<file path="config.mk">
export PLATFORM = sky130hd
export DESIGN_NAME = wh_outport_arb
export DESIGN_NICKNAME = d
export VERILOG_FILES = /design/src/rtl/wh_arb_pkg.sv /design/src/rtl/wh_rr_pick.sv /design/src/rtl/wh_char_mux.sv /design/src/rtl/wh_outport_arb.sv
export SDC_FILE = /design/constraint.sdc
export NUM_CORES = 1
export LEC_CHECK = 0
export BUFFER_PORTS_ARGS = -buffer_cell sky130_fd_sc_hd__buf_2
export CORE_UTILIZATION = 41
export CTS_CLUSTER_SIZE = 12
export DETAILED_ROUTE_END_ITERATION = 7
export HOLD_SLACK_MARGIN = 0.06
export PLACE_DENSITY = 0.78
export SLEW_MARGIN = 30
export SYNTH_ARGS = -nofsm -noshare
export SYNTH_HDL_FRONTEND = slang
export SYNTH_SLANG_ARGS = --single-unit
export TNS_END_PERCENT = 10
</file>
<file path="constraint.sdc">
create_clock -name clk -period 2.02 [get_ports clk]
set_input_delay 0.404 -clock clk [delete_from_list [all_inputs] [get_ports clk]]
set_output_delay 0.404 -clock clk [all_outputs]
set_load 0.005 [all_outputs]
</file>
<file path="src/rtl/wh_arb_pkg.sv">
package wh_arb_pkg;
    // width of the data part of one character
    parameter int unsigned DATA_W = 8;
    // a character carries the data plus one end-of-packet flag on top
    localparam int unsigned CHAR_W  = DATA_W + 1;
    localparam int unsigned EOP_POS = DATA_W;
endpackage

</file>
<file path="src/rtl/wh_rr_pick.sv">
// Rotating first-match search: lowest index at or above start, with wrap.
module wh_rr_pick #(
    parameter int unsigned N = 4,
    localparam int unsigned IW = (N > 1) ? $clog2(N) : 1
) (
    input  logic [N-1:0]  req,
    input  logic [IW-1:0] start,
    output logic          hit,
    output logic [IW-1:0] idx
);
    logic [IW:0] pos;

    always_comb begin
        hit = 1'b0;
        idx = '0;
        pos = '0;
        for (int k = 0; k < int'(N); k++) begin
            pos = {1'b0, start} + (IW+1)'(k);
            if (pos >= (IW+1)'(N)) begin
                pos = pos - (IW+1)'(N);
            end
            if (!hit && req[pos[IW-1:0]]) begin
                hit = 1'b1;
                idx = pos[IW-1:0];
            end
        end
    end
endmodule

</file>
<file path="src/rtl/wh_char_mux.sv">
// Selects the owner's character and valid onto the output side.
module wh_char_mux #(
    parameter int unsigned N = 4,
    parameter int unsigned W = 9,
    localparam int unsigned IW = (N > 1) ? $clog2(N) : 1
) (
    input  logic [N*W-1:0] chars,
    input  logic [N-1:0]   valids,
    input  logic [IW-1:0]  sel,
    input  logic           en,
    output logic           sel_valid,
    output logic [W-1:0]   sel_char
);
    always_comb begin
        sel_valid = en & valids[sel];
        sel_char  = chars[sel*W +: W];
    end
endmodule

</file>
<file path="src/rtl/wh_outport_arb.sv">
module wh_outport_arb
    import wh_arb_pkg::*;
#(
    parameter int unsigned NUM_IN = 4
) (
    input  logic                     clk,
    input  logic                     rst_n,
    input  logic [NUM_IN-1:0]        in_valid,
    input  logic [NUM_IN-1:0]        in_prio,
    input  logic [NUM_IN*CHAR_W-1:0] in_char,
    output logic [NUM_IN-1:0]        in_ready,
    output logic                     out_valid,
    output logic [CHAR_W-1:0]        out_char,
    input  logic                     out_ready,
    output logic [NUM_IN-1:0]        grant
);
    localparam int unsigned IW     = (NUM_IN > 1) ? $clog2(NUM_IN) : 1;
    localparam int unsigned LEVELS = 2;
    localparam int unsigned LVL_HI = 1;
    localparam int unsigned LVL_LO = 0;

    typedef struct packed {
        logic          locked;
        logic [IW-1:0] owner;
        logic [IW-1:0] ptr_hi;
        logic [IW-1:0] ptr_lo;
    } arb_state_t;

    arb_state_t st_d, st_q;

    logic [NUM_IN-1:0] lvl_req [LEVELS];
    logic [IW-1:0]     lvl_ptr [LEVELS];
    logic [IW-1:0]     lvl_idx [LEVELS];
    logic [LEVELS-1:0] lvl_hit;
    logic              eop_taken;

    function automatic logic [IW-1:0] wrap_inc(input logic [IW-1:0] v);
        return (v == IW'(NUM_IN - 1)) ? '0 : v + 1'b1;
    endfunction

    // request split per urgency level
    always_comb begin
        lvl_req[LVL_HI] = in_valid & in_prio;
        lvl_req[LVL_LO] = in_valid & ~in_prio;
        lvl_ptr[LVL_HI] = st_q.ptr_hi;
        lvl_ptr[LVL_LO] = st_q.ptr_lo;
    end

    for (genvar g = 0; g < LEVELS; g++) begin : g_level
        wh_rr_pick #(.N(NUM_IN)) u_pick (
            .req   (lvl_req[g]),
            .start (lvl_ptr[g]),
            .hit   (lvl_hit[g]),
            .idx   (lvl_idx[g])
        );
    end

    wh_char_mux #(.N(NUM_IN), .W(CHAR_W)) u_mux (
        .chars     (in_char),
        .valids    (in_valid),
        .sel       (st_q.owner),
        .en        (st_q.locked),
        .sel_valid (out_valid),
        .sel_char  (out_char)
    );

    for (genvar p = 0; p < NUM_IN; p++) begin : g_port
        assign grant[p]    = st_q.locked && (st_q.owner == IW'(p));
        assign in_ready[p] = grant[p] & out_ready;
    end

    assign eop_taken = out_valid & out_ready & out_char[EOP_POS];

    always_comb begin
        st_d = st_q;
        if (st_q.locked) begin
            if (eop_taken) begin
                st_d.locked = 1'b0;
            end
        end else if (lvl_hit[LVL_HI]) begin
            st_d.locked = 1'b1;
            st_d.owner  = lvl_idx[LVL_HI];
            st_d.ptr_hi = wrap_inc(lvl_idx[LVL_HI]);
        end else if (lvl_hit[LVL_LO]) begin
            st_d.locked = 1'b1;
            st_d.owner  = lvl_idx[LVL_LO];
            st_d.ptr_lo = wrap_inc(lvl_idx[LVL_LO]);
        end
    end

    always_ff @(posedge clk) begin
        if (!rst_n) begin
            st_q <= '0;
        end else begin
            st_q <= st_d;
        end
    end
endmodule

</file>
Word level (Yosys, flattened, before mapping)
Index checks and enable logic that the tools add are counted.
- flip-flop bits (word level): 7
- latch bits: 0
- memory bits (writable): 0
- ROM bits: 0
- bits of input ports: 47
- output and inout bits: 18
- word-level logic and storage cells: 125
- memories kept: 0
- add/subtract/negate cells: 16
- multiply operators: 1
- divide/modulo/power cells: 0
- magnitude comparators: 17
- equal/unequal tests: 5
- shifts and indexed selects: 1
- multiplexer cells: 48
- bitwise gates (word level): 12
- reduce and logical (&&, ||, !) cells: 21
- operators by type and width (kind ; number):
    $mux W2 ; 18
    $shiftx A36 B7 Y9 ; 1
    $lt A2 B3 Y1 const B ; 9
    $mux W1 ; 19
    $bmux W1 S2 ; 9
    $ge A3 B3 Y1 const B ; 6
    $sub A2 B1 Y2 const B ; 8
    $add A2 B2 Y3 const B ; 4
    $logic_and A1 B1 Y1 ; 10
    $and A4 B4 Y4 ; 2
    $eq A2 B2 Y1 const B ; 4
    $and A1 B1 Y1 ; 7
    $add A2 B1 Y3 const B ; 2
    $ge A2 B3 Y1 const B ; 2
    $logic_not A1 Y1 ; 6
    $mul A2 B4 Y6 const B ; 1
    $mux W3 ; 2
    $add A2 B1 Y2 const B ; 2
    $not A4 Y4 ; 1
    $reduce_and A2 Y1 ; 2
    $reduce_and A3 Y1 ; 1
    $eq A2 B1 Y1 const B ; 1
    $logic_not A2 Y1 ; 1
    $not A1 Y1 ; 2
    $reduce_bool A2 Y1 ; 1

Longest topological paths before layout
Gate-level depths: netlist of the first run.
- word-level depth: 17
- depth in mapped cells: 5
- mapped depth without buffers: 5

By module
From an unflattened synthesis of the first run, not the netlist that was laid out.
- cells, all modules: 96
- area total of the unflattened synthesis: 874.6 um2
- modules (own cells, without submodules) (module ; times used ; cells each ; area an instance (um2) ; seq. area each (um2)):
    wh_outport_arb ; 1 ; 53 ; 437.9 ; 140.1
    wh_char_mux ; 1 ; 13 ; 281.5 ; 0.0
    wh_rr_pick ; 2 ; 15 ; 77.6 ; 0.0

Least setup slack after synthesis of the first run
No wires, ideal clock.
- path kind: reg2out
- from: register st_q[4] (netlist name)
- to: output out_char[3]
- arrival: 1.172 ns
- required time: 1.616 ns
- setup slack: 0.444 ns
- stages on the path, launching flop included: 4
- path buffers: 2
- cells stage by stage: dfxtp_1 -> buf_6 -> buf_2 -> mux4_2
- cells in the longest elaborated chain, start to end: 2
- RTL lines (item ; line ; source):
    from (decl) ; wh_outport_arb.sv:29 ; arb_state_t st_d, st_q;
    from (signal assigned) ; wh_outport_arb.sv:95 ; st_q <= st_d;
    $mul A2 B4 Y6 ; wh_char_mux.sv:16 ; sel_char = chars[sel*W +: W];
    $shiftx A36 B7 Y9 ; wh_char_mux.sv:16 ;
    to (decl) ; wh_outport_arb.sv:13 ; output logic [CHAR_W-1:0] out_char,
No other way between the ends.

Worst setup path after layout of the first run
- from: register st_q[4] (netlist name)
- to: output out_char[8]
Same word-level chain as after synthesis.

==> metrics.csv, run 1 <==
metric,value,unit
status,finished clean,
crit end category,output port,
VDD IR-drop max,0.444,mV
Sequential Power Share,0.287,
initial antenna violation count,0,
CTS tree,built,
LEAKAGE,0.603,nW
"commonest non-fill, non-tap cell in the layout",buf_2,
Clk network pwr share,0.207,
final count of hold timing violations,0,
Fin Clk Skew,0.00545,ns
most frequent cells in the layout,"buf_2 (64), mux4_2 (10), nand2_1 (9)",
Worst setup SP type,register,
vias in the first global route,1045,
Power Density,486,nW/µm²
"Async S/R FF share, synth",0,
final worst slack,0.118,ns
Clock Path Buffers,2,
Arrival @ worst endpoint,1.50,ns
"flops & latches, synth",7,
CP Max Fanout,11,
syn_nets,148,
Slew @ Worst Pin,0.389,ns
Detailed Place HPWL,2.13,mm
io pins,65,
die width,49.1,µm
DR vias,1079,
share of cells above drive strength 1,0.554,
Worst Hold Class,input pin to register,
count of cell types in the netlist,46,
Psw,218,µW
H-tree Lvls,1,
YS warnings,0,
Site Rows,16,
Core Region,2020,µm²
Die Area,2410,µm²
Via density,5.59,
unrepaired setup endpoints after global routing,false,
max-slew violations,0,
WHS,0.432,ns
diode count,0,
CTS buffer count,3,
WL/cell,13.4,µm
Starting Density,0.450,
DR iter-0 viols,35,
number of max-cap violations,0,
ANT nets after route,0,
clock latency on the worst-skew pair,0.26,ns
f_max,526,MHz
Syn Std Cell Area,910,µm²
"Primary FF master, synth",dfxtp_1,
"area leader, netlist",mux4_2,
largest net degree at the start of global routing,17,
global-route wire length before repair,4.44,mm
1st-pass router iterations,4,
number of synthesized flops with an enable pin,0,
Cells after Synth,101,
Pint,406,µW
final setup fails,0,
Final Critical Period,1.90,ns
global placer's final weighted congestion,0.837,
synthesized area per cell,9.01,µm²
DRC errors left,0,
overall die height,49.1,µm
Synth top area share,0.248,
critical path class,register to output port,
Total GRT Usage,0.234,
WL final,2.59,mm
setup TNS,0,ns
# port buffers,64,
CTS Root Cell,clkbuf_4,
final cycle utilization of the critical path,0.942,
switch share,0.349,
ranking of synthesized cells by area,"mux4_2 (25%), dfxtp_1 (15%), o21ai_0 (3.9%)",
Sink Count,7,
CP required,1.62,ns
postcts setup bufs,0,
synthesis-to-finish area growth,41.1,%
Overflow after GRT,0,
combinational fraction of design power,0.506,
clk slew on worst S/H paths,0.05,ns
Placement Setup Slack,0.303,ns
hold_buf cts,0,
layout net count,214,
Slew HR,0.738,
register area share after synthesis,0.154,
-- worst max-delay path, stage by stage (launching register included) --
cell	delay, ns
dfxtp_1	0.37
buf_6	0.19
mux4_2	0.53
buf_2	0.14
-- worst paths after layout --
| path | to | start | cells after the start | slack [ns] |
|---|---|---|---|---|
| worst max register to register | st_q[6]$_SDFF_PN0_ | st_q[4]$_SDFFE_PN0P_ | 5 | 0.61 |
| worst max-delay path | out_char[8] | st_q[4]$_SDFFE_PN0P_ | 3 | 0.12 |
| worst min register to register | st_q[5]$_SDFFE_PN0P_ | st_q[5]$_SDFFE_PN0P_ | 1 | 0.54 |
| worst min-delay path | st_q[5]$_SDFFE_PN0P_ | rst_n | 2 | 0.43 |
-- through the flow --
stage,instances,power (mW),util,area [µm²]
floorplan,101,0.377,-,910
global placement,189,0.485,0.620,1250
detailed placement,189,0.497,0.620,1250
CTS,193,0.626,0.633,1280
global route,193,0.673,0.635,1280
finish,193,0.624,0.635,1280
-- area by class of cell --
class | instances | area, µm²
clock buffer | 4 | 26.3
fill | 188 | 738
inverter | 3 | 11.3
multi-input combinational | 85 | 726
sequential | 7 | 140
tap | 27 | 33.8
timing repair buffer | 67 | 347
-- cell families after synthesis --
| logic type | after synthesis | synth area share |
|---|---|---|
| flip-flops | 7 | 0.154 |
| XOR/XNOR | 1 | 0.00963 |
| AO/OA/AOI/OAI | 32 | 0.256 |
| AND/OR/NAND/NOR | 40 | 0.260 |
| adder cells (fa/ha/maj) | 1 | 0.0124 |
| multiplexers | 11 | 0.260 |
| buffers and inverters | 9 | 0.0481 |
-- cell usage after synthesis, drive strengths merged, types with 2 or more instances --
cell    instances
o211a           2
and2b           2
a21oi           7
inv             3
nor3b           5
mux4           10
dfxtp           7
nand2          11
nand2b          3
and2            3
buf             4
o21ai           9
clkbuf          2
nor2            7
nor3            4
-- power groups by stage --
| stage | registers, mW | clock network (mW) | logic, mW |
|---|---|---|---|
| 2_1_floorplan | 0.165 | 0 | 0.212 |
| 3_3_place_gp | 0.179 | 0 | 0.305 |
| 3_5_place_dp | 0.181 | 0 | 0.316 |
| 4_1_cts | 0.178 | 0.132 | 0.316 |
| 5_1_grt | 0.182 | 0.143 | 0.348 |
| 6_report | 0.179 | 0.129 | 0.316 |
-- per-layer routing --
layer	vias up	track usage	share of wire
li1	529	-	-
met1	508	0.254	0.39
met2	39	0.429	0.54
met3	3	0.0841	0.070
met4	0	0.0441	0.0066
met5	-	0	0
-- what timing repair did --
action                     in CTS  in global routing
hold endpoints to repair        0                  0
resized for setup               0                  1
setup endpoints to repair       0                  1
Power figures use the tool's default switching activity.
==> run 2: changes to the inputs <==
--- a/config.mk
+++ b/config.mk
@@ -9,8 +9,9 @@
 export CORE_UTILIZATION = 41
 export CTS_CLUSTER_SIZE = 12
 export DETAILED_ROUTE_END_ITERATION = 7
+export GPL_ROUTABILITY_DRIVEN = 0
 export HOLD_SLACK_MARGIN = 0.06
-export PLACE_DENSITY = 0.78
+export PLACE_DENSITY = 0.77
 export SLEW_MARGIN = 30
 export SYNTH_ARGS = -nofsm -noshare
 export SYNTH_HDL_FRONTEND = slang
==> metrics.csv, run 2 (synthesis results as in run 1) <==
metric,value,unit,change
max-slew violations,0,,unchanged
Site Rows,16,,unchanged
DR iter-0 viols,18,,-49%
clk slew on worst S/H paths,0.05,ns,about the same
Fin Clk Skew,0.000580,ns,-0.00487 ns
DRC errors left,0,,unchanged
Arrival @ worst endpoint,1.52,ns,+0.02 ns
number of max-cap violations,0,,unchanged
LEAKAGE,0.598,nW,-0.86%
largest net degree at the start of global routing,18,,+1
initial antenna violation count,0,,unchanged
vias in the first global route,1052,,+0.67%
Overflow after GRT,0,,unchanged
overall die height,49.1,µm,unchanged
"Slowest-stage cell, CP",mux4_2,,
global-route wire length before repair,4.49,mm,+1.1%
Worst Hold Class,input pin to register,,
Via density,5.63,,+0.61%
synthesis-to-finish area growth,40.3,%,
Core Region,2020,µm²,unchanged
clock latency on the worst-skew pair,0.25,ns,about the same
Total Power,623,µW,about the same
WL/cell,14.3,µm,+6.8%
status,finished clean,,
"Design Area, Final",1280,µm²,-0.59%
Die Area,2410,µm²,unchanged
# port buffers,64,,unchanged
Total GRT Usage,0.240,,+0.00655
H-tree Lvls,1,,unchanged
VDD IR-drop max,0.458,mV,+3.1%
setup TNS,0,ns,unchanged
post-placement cell area,1250,µm²,-0.60%
FILL cells,188,,unchanged
Slew HR,0.746,,+0.00758
ANT nets after route,0,,unchanged
1st-pass router iterations,4,,unchanged
f_max,521,MHz,-0.99%
final worst slack,0.0988,ns,-0.0190 ns
final setup fails,0,,unchanged
CTS tree,built,,
CP Max Fanout,17,,+6
final count of hold timing violations,0,,unchanged
final cycle utilization of the critical path,0.951,,+0.00943
layout net count,213,,-0.47%
CP required,1.62,ns,about the same
io pins,65,,unchanged
WL final,2.75,mm,+6.2%
largest stage delay on the critical path,0.54,ns,about the same
most frequent cells in the layout,"buf_2 (64), mux4_2 (10), nand2_1 (9)",,
unrepaired setup endpoints after global routing,false,,
critical path class,register to output port,,
DR vias,1080,,+0.093%
Sink Count,7,,unchanged
Final Critical Period,1.92,ns,+0.0190 ns
CTS Root Cell,clkbuf_4,,
Clock Path Buffers,2,,unchanged
crit end category,output port,,
Power Density,489,nW/µm²,+0.52%
share of cells above drive strength 1,0.552,,-0.00270
CTS buffer count,3,,unchanged
die width,49.1,µm,unchanged
Detailed Place HPWL,2.27,mm,+6.6%
postcts setup bufs,0,,unchanged
Placement Setup Slack,0.297,ns,-0.00664 ns
diode count,0,,unchanged
Worst setup SP type,register,,
Starting Density,0.450,,unchanged
CP Cell Sequence,buf_6 -> mux4_2 -> buf_2,,
Slew @ Worst Pin,0.378,ns,-0.0113 ns
"commonest non-fill, non-tap cell in the layout",buf_2,,
run 2: cell types whose count changed in the layout (fill, tap and decap cells not counted), sizes merged:
| cell | delta |
|---|---|
| buf | -1 |
run 2: final timing paths:
path | startpoint | to | slack (ns) | cells past startpoint
max | st_q[4]$_SDFFE_PN0P_ | out_char[8] | 0.1 | 3
min | rst_n | st_q[5]$_SDFFE_PN0P_ | 0.45 | 2
max reg2reg | st_q[4]$_SDFFE_PN0P_ | st_q[6]$_SDFF_PN0_ | 0.59 | 5
min reg2reg | lvl_ptr[2]$_SDFFE_PN0P_ | lvl_ptr[2]$_SDFFE_PN0P_ | 0.58 | 2
run 2: metrics by stage:
stage	std cells	util	hold WS, ns
4_1_cts	192	0.629	0.435
3_5_place_dp	188	0.616	0.573
6_report	192	0.631	0.450
2_1_floorplan	101	-	0.537
5_1_grt	192	0.631	0.442
3_3_place_gp	188	0.616	0.563
run 2: what timing repair did:
action | in CTS | in global routing
hold buffers | 0 | 0
setup endpoints to repair | 0 | 7
gates resized for setup | 0 | 1
run 2: cell type report:
| cell class | instances | area [µm²] | area share |
|---|---|---|---|
| Tap cell | 27 | 33.8 | 0.0265 |
| Inverter | 3 | 11.3 | 0.00882 |
| Multi-Input combinational cell | 85 | 726 | 0.569 |
| Clock buffer | 4 | 26.3 | 0.0206 |
| Sequential cell | 7 | 140 | 0.110 |
| Timing Repair Buffer | 66 | 339 | 0.266 |
run 2: where the power goes:
group | internal, mW | switching [mW] | leakage, nW
clock | 0.0755 | 0.0534 | 0.0150
combinational | 0.174 | 0.140 | 0.525
sequential | 0.154 | 0.0266 | 0.0580
run 2: layer usage:
layer	routed length, µm	share of wire	track usage	vias to the layer above
met1	1090	0.40	0.258	517
met2	1530	0.56	0.463	34
met3	125	0.046	0.0654	0
met5	0	0	0	-
li1	-	-	-	529
met4	0	0	0.0392	0
run 2: critical path: cells and delay by family, from the launching register on:
family | cells | cell delay [ns]
buffers and inverters | 2 | 0.36
flip-flops | 1 | 0.36
multiplexers | 1 | 0.54
